<file path="src/rtl/grob_pkg.sv">
package grob_pkg;

    localparam int ROB_DEPTH = 32;
    localparam int PAY_W     = 8;
    localparam int GAP_W     = 4;

    // Per-slot state: written, finished, retires as nothing.
    typedef struct packed {
        logic filled;
        logic done;
        logic nop;
    } slot_flags_t;

    function automatic slot_flags_t slot_mark(input logic f, input logic d, input logic n);
        return '{filled: f, done: d, nop: n};
    endfunction

endpackage

</file>
<file path="src/rtl/grob_gap_ctl.sv">
module grob_gap_ctl #(
    parameter int IW = 5,
    parameter int GW = 4
) (
    input  logic          clk,
    input  logic          rst,
    input  logic          open_req,
    input  logic [IW-1:0] open_base,
    input  logic [GW-1:0] open_len,
    input  logic          fill_req,
    input  logic          close_req,
    output logic          gap_open,
    output logic [IW-1:0] gap_base,
    output logic [IW-1:0] fill_slot,
    output logic [GW-1:0] fill_left,
    output logic          fill_fire,
    output logic          ovf_fire,
    output logic          close_fire
);

    assign close_fire = gap_open && close_req;
    assign fill_fire  = gap_open && fill_req && !close_req && (fill_left != '0);
    assign ovf_fire   = gap_open && fill_req && !close_req && (fill_left == '0);

    always_ff @(posedge clk) begin
        if (rst) begin
            gap_open  <= 1'b0;
            gap_base  <= '0;
            fill_slot <= '0;
            fill_left <= '0;
        end else if (open_req) begin
            gap_open  <= 1'b1;
            gap_base  <= open_base;
            fill_slot <= open_base + IW'(1);
            fill_left <= open_len;
        end else if (close_fire || ovf_fire) begin
            gap_open  <= 1'b0;
        end else if (fill_fire) begin
            fill_slot <= fill_slot + IW'(1);
            fill_left <= fill_left - GW'(1);
        end
    end

    AST_GAP_SINGLE: assert property (@(posedge clk) disable iff (rst)
        open_req |-> !gap_open) else $error("second gap opened");

endmodule

</file>
<file path="src/rtl/grob_store.sv">
module grob_store
    import grob_pkg::*;
#(
    parameter int DEPTH = 32,
    parameter int DW    = 8,
    parameter int GW    = 4,
    parameter int IW    = 5
) (
    input  logic          clk,
    input  logic          rst,
    input  logic          alloc_we,
    input  logic [IW-1:0] alloc_at,
    input  logic [DW-1:0] alloc_data,
    input  logic [GW-1:0] alloc_holes,
    input  logic          done_we,
    input  logic [IW-1:0] done_at,
    input  logic          fill_we,
    input  logic [IW-1:0] fill_at,
    input  logic [DW-1:0] fill_data,
    input  logic          close_we,
    input  logic [IW-1:0] close_from,
    input  logic [GW-1:0] close_len,
    input  logic [IW-1:0] head_at,
    output logic          head_ok,
    output logic          head_nop,
    output logic [DW-1:0] head_data
);

    slot_flags_t   flags [DEPTH];
    logic [DW-1:0] pay   [DEPTH];
    logic [DEPTH-1:0] hole_hit;
    logic [DEPTH-1:0] nop_hit;

    // Window decode per slot: reserved behind a new branch, or left empty at close.
    for (genvar s = 0; s < DEPTH; s++) begin : g_slot
        logic [IW-1:0] rel_alloc;
        logic [IW-1:0] rel_close;
        assign rel_alloc   = IW'(s) - alloc_at - IW'(1);
        assign rel_close   = IW'(s) - close_from;
        assign hole_hit[s] = alloc_we && (rel_alloc < IW'(alloc_holes));
        assign nop_hit[s]  = close_we && (rel_close < IW'(close_len));
    end

    always_ff @(posedge clk) begin
        if (rst) begin
            for (int i = 0; i < DEPTH; i++) flags[i] <= '0;
        end else begin
            for (int i = 0; i < DEPTH; i++) begin
                if (done_we && done_at == IW'(i) && flags[i].filled)
                    flags[i].done <= 1'b1;
                if (alloc_we && alloc_at == IW'(i))
                    flags[i] <= slot_mark(1'b1, 1'b0, 1'b0);
                else if (hole_hit[i])
                    flags[i] <= slot_mark(1'b0, 1'b0, 1'b0);
                if (fill_we && fill_at == IW'(i))
                    flags[i] <= slot_mark(1'b1, 1'b0, 1'b0);
                if (nop_hit[i])
                    flags[i] <= slot_mark(1'b1, 1'b1, 1'b1);
            end
        end
    end

    always_ff @(posedge clk) begin
        if (alloc_we) pay[alloc_at] <= alloc_data;
        if (fill_we)  pay[fill_at]  <= fill_data;
    end

    assign head_ok   = flags[head_at].filled && flags[head_at].done;
    assign head_nop  = flags[head_at].nop;
    assign head_data = pay[head_at];

    AST_FILL_HOLE: assert property (@(posedge clk) disable iff (rst)
        fill_we |-> !flags[fill_at].filled) else $error("fill onto a written slot");

endmodule

</file>
<file path="src/rtl/gap_rob.sv">
module gap_rob #(
    parameter int DEPTH = grob_pkg::ROB_DEPTH,
    parameter int DW    = grob_pkg::PAY_W,
    parameter int GW    = grob_pkg::GAP_W
) (
    input  logic                     clk,
    input  logic                     rst,
    input  logic                     alloc_valid,
    input  logic                     alloc_prot,
    input  logic [GW-1:0]            alloc_gap,
    input  logic [DW-1:0]            alloc_data,
    output logic                     alloc_ready,
    output logic [$clog2(DEPTH)-1:0] alloc_idx,
    input  logic                     fill_valid,
    input  logic [DW-1:0]            fill_data,
    input  logic                     gap_close,
    input  logic                     done_valid,
    input  logic [$clog2(DEPTH)-1:0] done_idx,
    output logic                     commit_valid,
    output logic [DW-1:0]            commit_data,
    output logic                     commit_nop,
    output logic                     flush
);

    localparam int IW = $clog2(DEPTH);
    localparam int CW = IW + 1;
    localparam logic [CW-1:0] CAP = CW'(DEPTH);

    logic [IW-1:0] head_q, tail_q;
    logic [CW-1:0] count_q;
    logic          flush_q;

    logic          gap_open, fill_fire, ovf_fire, close_fire;
    logic [IW-1:0] gap_base, fill_slot;
    logic [GW-1:0] fill_left;
    logic          head_ok, head_nop;
    logic [DW-1:0] head_data;

    logic [CW-1:0] need, room;
    logic          alloc_fire, retire;
    logic [IW-1:0] head_nx, after_branch;

    assign need         = alloc_prot ? CW'(alloc_gap) + CW'(1) : CW'(1);
    assign room         = CAP - count_q;
    assign alloc_ready  = (room >= need) && !(alloc_prot && gap_open) && !ovf_fire;
    assign alloc_fire   = alloc_valid && alloc_ready;
    assign after_branch = gap_base + IW'(1);
    // Nothing behind an open protected branch may leave.
    assign retire       = (count_q != '0) && head_ok && !(gap_open && head_q == after_branch);
    assign head_nx      = head_q + IW'(retire);

    always_ff @(posedge clk) begin
        if (rst) begin
            head_q  <= '0;
            tail_q  <= '0;
            count_q <= '0;
            flush_q <= 1'b0;
        end else begin
            flush_q <= ovf_fire;
            head_q  <= head_nx;
            if (ovf_fire) begin
                tail_q  <= after_branch;
                count_q <= {1'b0, after_branch - head_nx};
            end else begin
                if (alloc_fire) tail_q <= tail_q + need[IW-1:0];
                count_q <= count_q + (alloc_fire ? need : '0) - CW'(retire);
            end
        end
    end

    grob_gap_ctl #(.IW(IW), .GW(GW)) i_gap (
        .clk        (clk),
        .rst        (rst),
        .open_req   (alloc_fire && alloc_prot),
        .open_base  (tail_q),
        .open_len   (alloc_gap),
        .fill_req   (fill_valid),
        .close_req  (gap_close),
        .gap_open   (gap_open),
        .gap_base   (gap_base),
        .fill_slot  (fill_slot),
        .fill_left  (fill_left),
        .fill_fire  (fill_fire),
        .ovf_fire   (ovf_fire),
        .close_fire (close_fire)
    );

    grob_store #(.DEPTH(DEPTH), .DW(DW), .GW(GW), .IW(IW)) i_store (
        .clk         (clk),
        .rst         (rst),
        .alloc_we    (alloc_fire),
        .alloc_at    (tail_q),
        .alloc_data  (alloc_data),
        .alloc_holes (alloc_prot ? alloc_gap : '0),
        .done_we     (done_valid),
        .done_at     (done_idx),
        .fill_we     (fill_fire),
        .fill_at     (fill_slot),
        .fill_data   (fill_data),
        .close_we    (close_fire),
        .close_from  (fill_slot),
        .close_len   (fill_left),
        .head_at     (head_q),
        .head_ok     (head_ok),
        .head_nop    (head_nop),
        .head_data   (head_data)
    );

    assign alloc_idx    = tail_q;
    assign commit_valid = retire;
    assign commit_data  = head_data;
    assign commit_nop   = head_nop;
    assign flush        = flush_q;

    AST_COUNT_BOUND: assert property (@(posedge clk) disable iff (rst)
        count_q <= CAP) else $error("occupancy above capacity");
    AST_FLUSH_PULSE: assert property (@(posedge clk) disable iff (rst)
        flush |=> !flush) else $error("flush longer than one cycle");
    AST_FLUSH_SHRINK: assert property (@(posedge clk) disable iff (rst)
        flush |-> count_q <= $past(count_q)) else $error("flush grew occupancy");

endmodule

</file>
<file path="config.mk">
export PLATFORM = sky130hd
export DESIGN_NAME = gap_rob
export DESIGN_NICKNAME = d
export VERILOG_FILES = /design/src/rtl/grob_pkg.sv /design/src/rtl/grob_gap_ctl.sv /design/src/rtl/grob_store.sv /design/src/rtl/gap_rob.sv
export SDC_FILE = /design/constraint.sdc
export NUM_CORES = 1
export LEC_CHECK = 0
export BUFFER_PORTS_ARGS = -buffer_cell sky130_fd_sc_hd__buf_2
export CAP_MARGIN = 15
export CORE_AREA = 2 2 272 274
export DETAILED_ROUTE_END_ITERATION = 8
export DIE_AREA = 0 0 274 276
export HOLD_SLACK_MARGIN = 0.12
export PLACE_DENSITY = 0.49
export REMOVE_ABC_BUFFERS = 1
export SLEW_MARGIN = 20
export SYNTH_ARGS = -nofsm -noshare
export SYNTH_HDL_FRONTEND = slang
export SYNTH_SLANG_ARGS = --single-unit
</file>
<file path="constraint.sdc">
create_clock -name clk -period 11.3 [get_ports clk]
set_input_delay 1.695 -clock clk [delete_from_list [all_inputs] [get_ports clk]]
set_output_delay 1.695 -clock clk [all_outputs]
set_load 0.05 [all_outputs]
</file>
==> flow_summary.toml, run 1 <==
[clock_tree]
cts_hold_buf = 0
post_cts_buffers = 0
clock_latency_ps = 610
clk_pin_slew_ps = 60
post_cts_resized = 0
cts_buffers = 45
cts_num_sinks = 384
htree_num_levels = 2
cts_tree = "built"
cts_root_buffer = "clkbuf_16"
clock_path_buffers = 3

[floorplanning]
die_area_sq_mm = 0.0756
core-area_sq_mm = 0.0726
start_util_pct = 33.8
die_height_um = 276
die_x_um = 274
rows = 99
ios = 49

[sta]
period_minus_slack_ps = 6090
skew_ps = 38.1
rsz0062_at_grt = "no"
whs_ps = 485
finalSetupViolations = 0
period_share_pct = 53.9
worst_slew_pin_slew_ps = 1130
finalHoldViolations = 0
setup-tns-final_ps = 0
maxSlewHeadroom_pct = 24.3
max_clock_freq_mhz = 164
drv_slew = 0

[synth]
synth.distinct_cells = 79
synth-edff-count = 352
synth_cells = 2062
yosysSeqAreaShare_pct = 45.7
avgSynthCellArea_sq_um = 11.9
synth_area_sq_mm = 0.0246
yosys_warnings = 0
yosysTopAreaCellShare_pct = 43.0
synth-seq-cells = 384
synth_async_sr_flop_share_pct = 0
ys.flop_type = "edfxtp_1"
ys_top_cells_by_area = "edfxtp_1 (43%), mux2_2 (12%), mux4_2 (8.7%), ha_1 (6.7%), dfxtp_1 (2.6%)"
synth_top_cell_by_area = "edfxtp_1"

[routing]
drt-initial-drc-count = 1967
drtPass1Iterations = 5
drc = 0
vias = 18100
ant_nets = 0
viasPerCell = 5.95
wirelength_mm = 86.3
routedWlPerCell_um = 28.4

[run]
cap_violations = 0

[placement]
gp_congestion = 0.877
place_inst = 2962
portBuffers = 48
hpwl_mm = 57.8

[final_layout]
final_cell_mix = "edfxtp_1 (352), mux2_2 (266), nand2_1 (150), ha_1 (131), inv_1 (105)"
nets = 2216
syn_to_final_growth_pct = 10.9
multi_input_area_sq_mm = 0.0125
layout_commonest_cell = "edfxtp_1"
layout-drive-gt1-share_pct = 26.6
fin_cells = 3044
register_area_sq_mm = 0.0112
final_core_util_pct = 37.5
n_antenna_cell = 0
num-fill-cells = 7062

[critical_path]
worst_ep_required_time_ps = 9610
end_kind = "output pin"
crit_fanout = 37
startpoint_type = "register"
r2r_slack_ps = 6350
worstPathArrival_ps = 4400
path_class = "register to output pin"

[global_routing]
grt_max_degree = 54
grt_pass1_vias = 17900
antenna_found_initial = 1
grt_overflow_total = 0
grt_use_total_pct = 22.4
grt_first_pass_wirelength_mm = 125

[pwr]
power.total_mw = 5.89
ir_drop_mv = 0.172
p_per_area_mw_per_mm2 = 216
p_leak_nw = 9.76

[status]
status = "completed"

[hold_path]
hold_class = "register to register"
-- worst max-delay path: stages, from the launching register on --
cell and delay [ps]:
dfxtp_4 660, buf_4 700, buf_4 690, mux4_2 610, mux4_2 560, mux2_2 300, buf_2 210
-- worst paths after layout --
check	start	to	depth (start not counted)
max	head_q[0]$_SDFF_PP0_	commit_data[7]	6
min	i_gap.gap_base[1]$_SDFFE_PP0P_	i_gap.gap_base[1]$_SDFFE_PP0P_	2
max reg2reg	head_q[0]$_SDFF_PP0_	count_q[4]$_SDFF_PP0_	14
min reg2reg	i_gap.gap_base[1]$_SDFFE_PP0P_	i_gap.gap_base[1]$_SDFFE_PP0P_	2
-- power by group --
group          leakage [nW]  internal, mW  total (mW)  switching [mW]
logic                  5.55         0.923        2.64            1.72
clock network         0.660         0.780        1.40           0.620
registers              3.55          1.73        1.85           0.114
-- per-stage QoR --
stage | setup slack [ps] | instance area, sq um
2_1_floorplan | 3750 | 24000
3_3_place_gp | 5330 | 25800
3_5_place_dp | 5180 | 25800
4_1_cts | 5060 | 27200
5_1_grt | 4960 | 27200
6_report | 5210 | 27200
-- flip-flops by register name, indices dropped and copies added (netlist names), 4 cells and up --
signal,cells
i_store.pay,256
i_store.flags,96
count_q,6
alloc_idx,5
head_q,5
i_gap.fill_slot,5
i_gap.gap_base,5
i_gap.fill_left,4
-- Yosys cell counts (12+ instances only) --
| master | count |
|---|---|
| nand2_1 | 150 |
| buf_1 | 20 |
| mux2_2 | 266 |
| nor2b_1 | 19 |
| ha_1 | 131 |
| a21o_1 | 35 |
| clkbuf_1 | 121 |
| mux4_2 | 95 |
| o21ai_0 | 78 |
| xnor2_1 | 61 |
| nand3_1 | 94 |
| a211oi_1 | 13 |
| a21oi_1 | 70 |
| nor2_1 | 76 |
| nor3_1 | 22 |
| nand4_1 | 16 |
| dfxtp_1 | 32 |
| and3_1 | 20 |
| o211ai_1 | 13 |
| xor2_1 | 14 |
| or3_1 | 12 |
| edfxtp_1 | 352 |
| inv_1 | 105 |
| a31oi_1 | 45 |
-- layer usage --
metal / vias up / GRT usage [%] / wire length, um
met3: 148 / 3.24 / 5950
met2: 787 / 36.0 / 40500
met5: - / 0 / 0
li1: 7866 / - / -
met4: 0 / 7.15 / 2750
met1: 9313 / 31.1 / 37100
-- final cells by class --
| cell class | instances | area share [%] |
|---|---|---|
| repair buffers | 92 | 2.10 |
| multi-input cells | 1417 | 45.7 |
| well taps | 959 | 4.41 |
| inverters | 110 | 1.52 |
| clock inverters | 26 | 0.749 |
| clock buffers | 56 | 4.29 |
| flip-flops and latches | 384 | 41.2 |
-- cells by family (layout without fill, tap and decap cells) --
family / after synthesis / count (layout) / share of synthesized area (%)
AO/OA/AOI/OAI: 374 / 374 / 10.3
XOR/XNOR: 76 / 76 / 2.77
adder cells (fa/ha/maj): 134 / 134 / 6.92
buffers and inverters: 261 / 284 / 4.05
flip-flops: 384 / 384 / 45.7
multiplexers: 363 / 363 / 21.0
AND/OR/NAND/NOR: 470 / 470 / 9.31
Note: power is estimated with default switching activity, not from simulation.
==> inputs of run 2 (changes only) <==
PLACE_DENSITY = 0.51   (was 0.49)
clock period = 5.1 ns   (was 11.3 ns; I/O delays follow)
==> flow_summary.toml, run 2 (synthesized netlist as in run 1, its figures left out) <==
[status]
status = "completed"

[final_layout]
final_cell_mix = "edfxtp_1 (352), mux2_2 (266), nand2_1 (150), ha_1 (131), inv_1 (105)"
n_antenna_cell = 0
multi_input_area_sq_mm = 0.0124
fin_area_sq_mm = 0.0275
largestRegisters = "i_store.pay (256), i_store.flags (96), count_q (6)"
num-fill-cells = 7071
regMostFlops = "i_store.pay"
largest_reg_flops = 256
final_core_util_pct = 37.9
layout-drive-gt1-share_pct = 27.9
register_area_sq_mm = 0.0112
nets = 2253
syn_to_final_growth_pct = 12.0
layout_commonest_cell = "edfxtp_1"

[floorplanning]
core-area_sq_mm = 0.0726
rows = 99
start_util_pct = 33.8
die_area_sq_mm = 0.0756
ios = 49
die_x_um = 274
die_height_um = 276

[critical_path]
critPathMaxStageDelay_ps = 660
worstPathCellList = "buf_4, buf_4, mux4_2, mux4_2, mux2_2, buf_2"
worst_ep_required_time_ps = 4340
end_kind = "output pin"
crit_fanout = 35
worstPathArrival_ps = 4060
path_class = "register to output pin"
startpoint_type = "register"
cp_slowest_cell = "buf_4"

[global_routing]
grt_first_pass_wirelength_mm = 123
grt_max_degree = 66
grt_use_total_pct = 21.9
grt_pass1_vias = 17800
grt_overflow_total = 0
antenna_found_initial = 1

[clock_tree]
cts_tree = "built"
clock_latency_ps = 600
post_cts_buffers = 0
htree_num_levels = 2
post_cts_resized = 0
cts_hold_buf = 0
cts_num_sinks = 384
cts_root_buffer = "clkbuf_16"
cts_buffers = 46
clock_path_buffers = 3
clk_pin_slew_ps = 60

[pwr]
p_per_area_mw_per_mm2 = 482
p_leak_nw = 9.91
p_int_mw = 7.80
pwr-share-clk_pct = 24.0
p_seq_share_pct = 31.0
comb_power_share_pct = 45.0
p_sw_mw = 5.45
ir_drop_mv = 0.405
p_sw_share_pct = 41.1

[routing]
ant_nets = 0
wirelength_mm = 83.6
vias = 18100
drt-initial-drc-count = 2113
drc = 0
drtPass1Iterations = 6
viasPerCell = 5.87
routedWlPerCell_um = 27.1

[sta]
finalHoldViolations = 0
period_share_pct = 94.6
whs_ps = 493
maxSlewHeadroom_pct = 30.1
max_clock_freq_mhz = 207
rsz0062_at_grt = "no"
finalSetupViolations = 0
period_minus_slack_ps = 4820
skew_ps = 33.8
worst_slew_pin_slew_ps = 1040
drv_slew = 0

[placement]
gp_congestion = 0.899
hpwl_mm = 58.8
placed_cell_area_sq_mm = 0.0261
portBuffers = 48

[hold_path]
hold_class = "register to register"

[run]
cap_violations = 0
## run 2: changes by cell type in the layout (fill, tap and decap cells not counted), moves of 5 or more
cell | before | now
o21ai_1 | 20 | 1
clkbuf_1 | 11 | 16
buf_4 | 45 | 80
o21ai_0 | 58 | 76
clkinv_1 | 16 | 9
## run 2: layer usage
| layer | vias to the layer above | global-route usage [%] | wire [um] |
|---|---|---|---|
| li1 | 7933 | - | - |
| met4 | 0 | 6.37 | 2380 |
| met2 | 873 | 34.4 | 38500 |
| met1 | 9125 | 30.9 | 35900 |
| met3 | 146 | 3.53 | 6780 |
| met5 | - | 0 | 0 |
## run 2: critical path, delay by kind of cell, from the launching register on
kind	cells	cell delay [ps]
DFF	1	650
muxes	3	1460
buffers and inverters	3	1330
## run 2: cell type report
type                            count  share of cell area (%)
Clock buffer                       62                    4.40
Clock inverter                     21                   0.751
Inverter                          110                    1.50
Multi-Input combinational cell   1417                    45.1
Sequential cell                   384                    40.8
Tap cell                          959                    4.36
Timing Repair Buffer              128                    3.11
## run 2: metrics by stage
stage | TNS, ps | total power [mW] | setup slack [ps] | std cells
global placement | 0 | 9.94 | 908 | 2998
CTS | 0 | 13.3 | 234 | 3081
finish | 0 | 13.3 | 276 | 3081
global route | 0 | 14.0 | 58.7 | 3081
floorplan | -28510 | 7.89 | -2450 | 1911
detailed placement | 0 | 10.0 | 847 | 2998
## run 2: path summary, 6_finish.rpt
kind                                                startpoint                             end  slack, ps  cells past startpoint
worst max-delay path                      head_q[0]$_SDFF_PP0_                      commit_nop        280                      6
worst min-delay path            i_gap.gap_base[3]$_SDFFE_PP0P_  i_gap.gap_base[3]$_SDFFE_PP0P_        490                      2
worst max register to register            head_q[0]$_SDFF_PP0_           count_q[4]$_SDFF_PP0_       1130                     14
worst min register to register  i_gap.gap_base[3]$_SDFFE_PP0P_  i_gap.gap_base[3]$_SDFFE_PP0P_        490                      2
## run 2: power by group through the flow
stage	clock network, mW	logic, mW	registers [mW]
floorplan	0	3.66	4.23
global placement	0	5.78	4.16
detailed placement	0	5.87	4.16
CTS	3.25	5.91	4.10
global route	3.36	6.49	4.14
finish	3.19	5.96	4.10
